**src/rtl/susp_mod_pkg.sv**
```systemverilog
package susp_mod_pkg;

    localparam int CNT_W  = 8;
    localparam int ADDR_W = 3;

    typedef enum logic [ADDR_W-1:0] {
        A_CFG   = 3'd0,
        A_ON    = 3'd1,
        A_OFF   = 3'd2,
        A_IRQ   = 3'd3,
        A_VID   = 3'd4,
        A_SWSPD = 3'd5
    } reg_addr_e;

    typedef struct packed {
        logic gpm_en;          // bit 2
        logic smi_latch_mode;  // bit 1
        logic mod_en;          // bit 0
    } cfg_t;

    typedef enum logic {
        PH_ON  = 1'b0,
        PH_OFF = 1'b1
    } phase_e;

    function automatic logic reached(input logic [CNT_W-1:0] cur,
                                     input logic [CNT_W-1:0] lim);
        logic [CNT_W:0] nxt;
        nxt = {1'b0, cur} + 1'b1;
        return nxt >= {1'b0, lim};
    endfunction

endpackage

```
**src/rtl/susp_cfg_regs.sv**
```systemverilog
module susp_cfg_regs
    import susp_mod_pkg::*;
#(
    parameter int CW = CNT_W
) (
    input  logic              clk,
    input  logic              rst,
    input  logic              wr_en,
    input  logic [ADDR_W-1:0] wr_addr,
    input  logic [CW-1:0]     wr_data,
    output cfg_t              cfg,
    output logic [CW-1:0]     on_cnt,
    output logic [CW-1:0]     off_cnt,
    output logic [CW-1:0]     irq_reload,
    output logic [CW-1:0]     vid_reload,
    output logic              sw_spd
);
    reg_addr_e addr;
    assign addr   = reg_addr_e'(wr_addr);
    assign sw_spd = wr_en && (addr == A_SWSPD);

    always_ff @(posedge clk) begin
        if (rst) begin
            cfg        <= '0;
            on_cnt     <= '0;
            off_cnt    <= '0;
            irq_reload <= '0;
            vid_reload <= '0;
        end else if (wr_en) begin
            case (addr)
                A_CFG:   cfg        <= cfg_t'(wr_data[2:0]);
                A_ON:    on_cnt     <= wr_data;
                A_OFF:   off_cnt    <= wr_data;
                A_IRQ:   irq_reload <= wr_data;
                A_VID:   vid_reload <= wr_data;
                default: ;
            endcase
        end
    end
endmodule

```
**src/rtl/susp_speedup_timer.sv**
```systemverilog
module susp_speedup_timer
    import susp_mod_pkg::*;
#(
    parameter int CW = CNT_W
) (
    input  logic          clk,
    input  logic          rst,
    input  logic          clr,
    input  logic          load,
    input  logic [CW-1:0] reload,
    input  logic          tick,
    output logic          busy
);
    logic [CW-1:0] cnt;

    always_ff @(posedge clk) begin
        if (rst || clr)
            cnt <= '0;
        else if (load)
            cnt <= reload;
        else if (tick && cnt != '0)
            cnt <= cnt - 1'b1;
    end

    assign busy = (cnt != '0);

    // a load always wins and takes the full count
    p_reload_full_r7: assert property (@(posedge clk) disable iff (rst)
        (load && !clr) |=> (cnt == $past(reload)));

    // one step down per tick, never below zero
    p_step_down_r5: assert property (@(posedge clk) disable iff (rst)
        (!load && !clr && tick && cnt != '0) |=> (cnt == $past(cnt) - 1'b1));
endmodule

```
**src/rtl/susp_duty_gen.sv**
```systemverilog
module susp_duty_gen
    import susp_mod_pkg::*;
#(
    parameter int CW = CNT_W
) (
    input  logic          clk,
    input  logic          rst,
    input  logic          run,
    input  logic          tick,
    input  logic [CW-1:0] on_cnt,
    input  logic [CW-1:0] off_cnt,
    output logic          hold_susp
);
    phase_e        ph;
    logic [CW-1:0] cnt;

    always_ff @(posedge clk) begin
        if (rst || !run) begin
            ph  <= PH_ON;
            cnt <= '0;
        end else if (tick) begin
            if (ph == PH_ON) begin
                if (reached(cnt, on_cnt)) begin
                    cnt <= '0;
                    if (off_cnt != '0) ph <= PH_OFF;
                end else begin
                    cnt <= cnt + 1'b1;
                end
            end else begin
                if (reached(cnt, off_cnt)) begin
                    ph  <= PH_ON;
                    cnt <= '0;
                end else begin
                    cnt <= cnt + 1'b1;
                end
            end
        end
    end

    assign hold_susp = run && (ph == PH_ON) && (on_cnt != '0);

    // phase only moves on a tick
    p_phase_on_tick_r3: assert property (@(posedge clk) disable iff (rst)
        (run && !tick) |=> $stable(ph));

    // stopping rewinds to the start of the asserted phase
    p_restart_on_r12: assert property (@(posedge clk) disable iff (rst)
        !run |=> (ph == PH_ON && cnt == '0));
endmodule

```
**src/rtl/susp_mod_ctrl.sv**
```systemverilog
module susp_mod_ctrl
    import susp_mod_pkg::*;
#(
    parameter int CW = CNT_W
) (
    input  logic              clk,
    input  logic              rst,
    input  logic              tick,
    input  logic              wr_en,
    input  logic [ADDR_W-1:0] wr_addr,
    input  logic [CW-1:0]     wr_data,
    input  logic              ev_irq,
    input  logic              ev_port61,
    input  logic              ev_smi,
    input  logic              ev_video,
    input  logic              smi_dis_rd,
    output logic              susp_n
);
    cfg_t          cfg;
    logic [CW-1:0] on_cnt, off_cnt, irq_reload, vid_reload;
    logic          sw_spd;
    logic          irq_busy, vid_busy, smi_hold;
    logic          irq_load, vid_load, run, hold_susp;

    susp_cfg_regs #(.CW(CW)) u_regs (
        .clk(clk), .rst(rst), .wr_en(wr_en), .wr_addr(wr_addr),
        .wr_data(wr_data), .cfg(cfg), .on_cnt(on_cnt), .off_cnt(off_cnt),
        .irq_reload(irq_reload), .vid_reload(vid_reload), .sw_spd(sw_spd)
    );

    assign irq_load = cfg.gpm_en &&
        (ev_irq || ev_port61 || sw_spd || (ev_smi && !cfg.smi_latch_mode));
    assign vid_load = cfg.gpm_en && ev_video;

    susp_speedup_timer #(.CW(CW)) u_irq_tmr (
        .clk(clk), .rst(rst), .clr(!cfg.gpm_en), .load(irq_load),
        .reload(irq_reload), .tick(tick), .busy(irq_busy)
    );

    susp_speedup_timer #(.CW(CW)) u_vid_tmr (
        .clk(clk), .rst(rst), .clr(!cfg.gpm_en), .load(vid_load),
        .reload(vid_reload), .tick(tick), .busy(vid_busy)
    );

    // SMI latch: set wins over the clearing read; read ignored when modulation is off
    always_ff @(posedge clk) begin
        if (rst || !cfg.gpm_en)
            smi_hold <= 1'b0;
        else if (ev_smi && cfg.smi_latch_mode && cfg.mod_en)
            smi_hold <= 1'b1;
        else if (smi_dis_rd && cfg.mod_en)
            smi_hold <= 1'b0;
    end

    assign run = cfg.gpm_en && cfg.mod_en && !irq_busy && !vid_busy && !smi_hold;

    susp_duty_gen #(.CW(CW)) u_duty (
        .clk(clk), .rst(rst), .run(run), .tick(tick),
        .on_cnt(on_cnt), .off_cnt(off_cnt), .hold_susp(hold_susp)
    );

    assign susp_n = !hold_susp;

    // a running speedup timer means full speed
    p_speedup_full_r5: assert property (@(posedge clk) disable iff (rst)
        (irq_busy || vid_busy) |-> susp_n);

    // latch survives a read while modulation is disabled
    p_latch_hold_r10: assert property (@(posedge clk) disable iff (rst)
        (smi_hold && cfg.gpm_en && !cfg.mod_en) |=> smi_hold);

    // global disable clears every speedup source
    p_gpm_clear_r1: assert property (@(posedge clk) disable iff (rst)
        !cfg.gpm_en |=> (!irq_busy && !vid_busy && !smi_hold));
endmodule

```
**config.mk**
```make
export PLATFORM = sky130hd
export DESIGN_NAME = susp_mod_ctrl
export DESIGN_NICKNAME = d
export VERILOG_FILES = /design/src/rtl/susp_mod_pkg.sv /design/src/rtl/susp_cfg_regs.sv /design/src/rtl/susp_speedup_timer.sv /design/src/rtl/susp_duty_gen.sv /design/src/rtl/susp_mod_ctrl.sv
export SDC_FILE = /design/constraint.sdc
export NUM_CORES = 1
export LEC_CHECK = 0
export ABC_AREA = 0
export BUFFER_PORTS_ARGS = -buffer_cell sky130_fd_sc_hd__clkbuf_2
export CAP_MARGIN = 20
export CELL_PAD_IN_SITES_DETAIL_PLACEMENT = 0
export CELL_PAD_IN_SITES_GLOBAL_PLACEMENT = 1
export CORE_MARGIN = 2
export CORE_UTILIZATION = 45
export DETAILED_ROUTE_END_ITERATION = 10
export MAX_ROUTING_LAYER = met4
export PLACE_DENSITY = 0.81
export SLEW_MARGIN = 0
export SYNTH_ARGS = -nofsm -noshare
export SYNTH_HDL_FRONTEND = slang
export SYNTH_SLANG_ARGS = --single-unit
export TNS_END_PERCENT = 30
```
**constraint.sdc**
```tcl
create_clock -name clk -period 7.74 [get_ports clk]
set_input_delay 1.161 -clock clk [delete_from_list [all_inputs] [get_ports clk]]
set_output_delay 1.161 -clock clk [all_outputs]
set_load 0.005 [all_outputs]
```
==> impl_metrics.py <==
metrics = {
    "run_status": {
        "outcome": "complete, no violations",
    },
    "synthesis": {
        "avgSynthCellArea_sq_um": 8.51,
        "yosysSeqAreaShare_pct": 38.6,
        "yosysWarningCount": 0,
        "mappedNetlistNets": 413,
        "synth-seq-cells": 61,
        "synth_edf_count": 0,
        "synth_top_area_share_pct": 38.6,
        "synth_common_cells": "dfxtp_1 (61), nand2_1 (52), nor2_1 (48)",
        "ys_async_sr_fraction_pct": 0,
        "synth_area_sq_mm": 0.00317,
        "synth_ff_type": "dfxtp_1",
        "synth_cell_types": 44,
        "netlist_top_cells_area": "dfxtp_1 (39%), ha_1 (8.3%), mux2i_1 (6.3%)",
        "yosysMostFrequentCell": "dfxtp_1",
        "yosysTopAreaCell": "dfxtp_1",
        "netlist_instances": 372,
    },
    "floorplan": {
        "core-area_sq_mm": 0.00679,
        "io-pin-count": 21,
        "num_rows": 30,
        "fp.dieH_um": 87.9,
        "die_w_um": 87.9,
        "dieArea_sq_mm": 0.00772,
        "start_util_pct": 46.6,
    },
    "power": {
        "ir_worst_vdd_mv": 0.142,
        "powerDensity_mw_per_mm2": 198,
        "p_total_mw": 0.713,
        "p_leak_nw": 1.38,
    },
    "sta": {
        "setup-tns-final_ns": 0,
        "clock_skew_ns": 0.00859,
        "worstMarginPinSlew_ns": 0.982,
        "rsz0062_at_grt": "no",
        "min_period_ns": 3.35,
        "setup_violations": 0,
        "fmax_mhz": 298,
        "max_slew_margin_pct": 34.0,
        "slew_viol_final": 0,
        "holdWs_ns": 0.457,
        "finalHoldViolations": 0,
        "fin_crit_sh_pct": 43.3,
    },
    "final_layout": {
        "area_growth_pct": 13.8,
        "layout.nets": 432,
        "layout-drive-gt1-share_pct": 12.4,
        "ff_latch_area_sq_mm": 0.00122,
        "fin_cells": 492,
        "fillers": 668,
        "multiInputGateArea_sq_mm": 0.00182,
        "diodes": 0,
    },
    "clock_tree": {
        "cts_root_buf": "clkbuf_8",
        "path_clk_slew_ns": 0.07,
        "cts_resized": 0,
        "cts_buffers": 9,
        "clock-sinks": 61,
        "cts_setup_buffers": 0,
        "clk_latency_ns": 0.32,
        "cts_max_path_buffers": 2,
        "postCtsHoldBufs": 0,
        "cts_tree": "built",
        "htreeDepth": 3,
    },
    "grt": {
        "grt_pass1_wl_mm": 11.9,
        "antenna_found_initial": 0,
        "grt_usage_pct": 20.6,
        "grt_start_max_net_pins": 38,
        "grt_pass1_vias": 2420,
        "grt-ovfl-total": 0,
    },
    "worst_setup_path": {
        "critPathKind": "register to output pin",
        "crit_required_ns": 6.58,
        "start_kind": "register",
        "crit_fanout": 5,
        "endpoint_kind": "output pin",
        "critPathArrivalTime_ns": 2.19,
    },
    "placed_design": {
        "gp_congestion": 0.844,
        "dpl.hpwl_mm": 5.06,
        "dp.cells": 476,
        "io_buffers": 20,
    },
    "detailed_routing": {
        "drtIter0Drc": 157,
        "wl_per_cell_um": 14.3,
        "post-route-drc-count": 0,
        "drt_wl_total_mm": 7.04,
        "num_vias": 2534,
        "drtPass1Iterations": 4,
        "ant_nets": 0,
        "viasPerCell": 5.15,
    },
    "worst_hold_path": {
        "hold_path.class": "register to register",
    },
    "flow_run": {
        "cap_violations": 0,
    },
}
-- power by group --
group | switching [mW] | internal, mW | total (mW)
combinational | 0.0241 | 0.0134 | 0.0375
sequential | 0.00293 | 0.318 | 0.321
clock | 0.123 | 0.232 | 0.355
-- worst paths after layout --
kind | start | to | slack, ns | cells after the start
setup / recovery | u_irq_tmr.cnt[2]$_SDFFE_PP0P_ | susp_n | 4.39 | 5
hold / removal | u_regs.irq_reload[1]$_SDFFE_PP0P_ | u_regs.irq_reload[1]$_SDFFE_PP0P_ | 0.46 | 2
setup reg to reg | u_duty.cnt[0]$_SDFFE_PP0P_ | u_duty.cnt[2]$_SDFFE_PP0P_ | 4.61 | 11
hold reg to reg | u_regs.irq_reload[1]$_SDFFE_PP0P_ | u_regs.irq_reload[1]$_SDFFE_PP0P_ | 0.46 | 2
-- worst max-delay path, stage by stage, from the launching register on --
cell	delay (ns)
dfxtp_1	0.35
or4_4	0.59
nor4b_2	0.31
and4b_1	0.32
nand4_1	0.14
clkbuf_2	0.15
-- logic make-up after synthesis --
logic type	Yosys count	synth area share, %
AO/OA/AOI/OAI	63	13.9
flip-flops	61	38.6
multiplexers	20	6.32
buffers and inverters	34	4.07
AND/OR/NAND/NOR	153	23.3
XOR/XNOR	20	5.53
adder cells (fa/ha/maj)	21	8.30
-- per-stage QoR --
stage | instance area (sq um) | setup WS, ns | utilization, %
2_1_floorplan | 3170 | 4.94 | -
3_3_place_gp | 3340 | 4.72 | 49.2
3_5_place_dp | 3340 | 4.66 | 49.2
4_1_cts | 3600 | 4.36 | 53.0
5_1_grt | 3600 | 4.25 | 53.0
6_report | 3600 | 4.39 | 53.0
-- placed cells by master, fill, tap and decap left out, types with 5 or more instances in the layout --
| cell | synthesis | final |
|---|---|---|
| a211oi_1 | 16 | 16 |
| xor2_1 | 7 | 7 |
| o21ai_0 | 5 | 5 |
| ha_1 | 21 | 21 |
| dfxtp_1 | 61 | 61 |
| inv_1 | 21 | 21 |
| clkbuf_8 | 0 | 11 |
| mux2i_1 | 20 | 20 |
| nor4_1 | 9 | 9 |
| clkbuf_2 | 0 | 20 |
| nor3_1 | 8 | 8 |
| a21oi_1 | 22 | 22 |
| nor2_1 | 48 | 48 |
| nand2_1 | 52 | 52 |
| nand3_1 | 7 | 7 |
| xnor2_1 | 13 | 13 |
-- cell type report --
| class | instances | share of cell area, % |
|---|---|---|
| clock inverter | 5 | 2.95 |
| inverter | 21 | 2.19 |
| clock buffer | 11 | 4.20 |
| tap | 96 | 3.34 |
| timing repair buffer | 21 | 2.99 |
| multi-input combinational | 277 | 50.4 |
| sequential | 61 | 33.9 |
-- routing by layer --
metal	share of wire (%)	routed length (um)	global-route usage, %
met5	0	0	-
met4	0.65	46	6.71
met3	2.6	186	2.83
met2	45	3150	30.6
met1	52	3650	28.9
-- sequential cells by signal, summed over array words and instances, names as in the netlist --
name               count
smi_hold               1
u_duty.cnt             8
u_duty.ph              1
u_irq_tmr.cnt          8
u_regs.cfg             3
u_regs.irq_reload      8
u_regs.off_cnt         8
u_regs.on_cnt          8
u_regs.vid_reload      8
u_vid_tmr.cnt          8
Power figures use the tool's default switching activity.
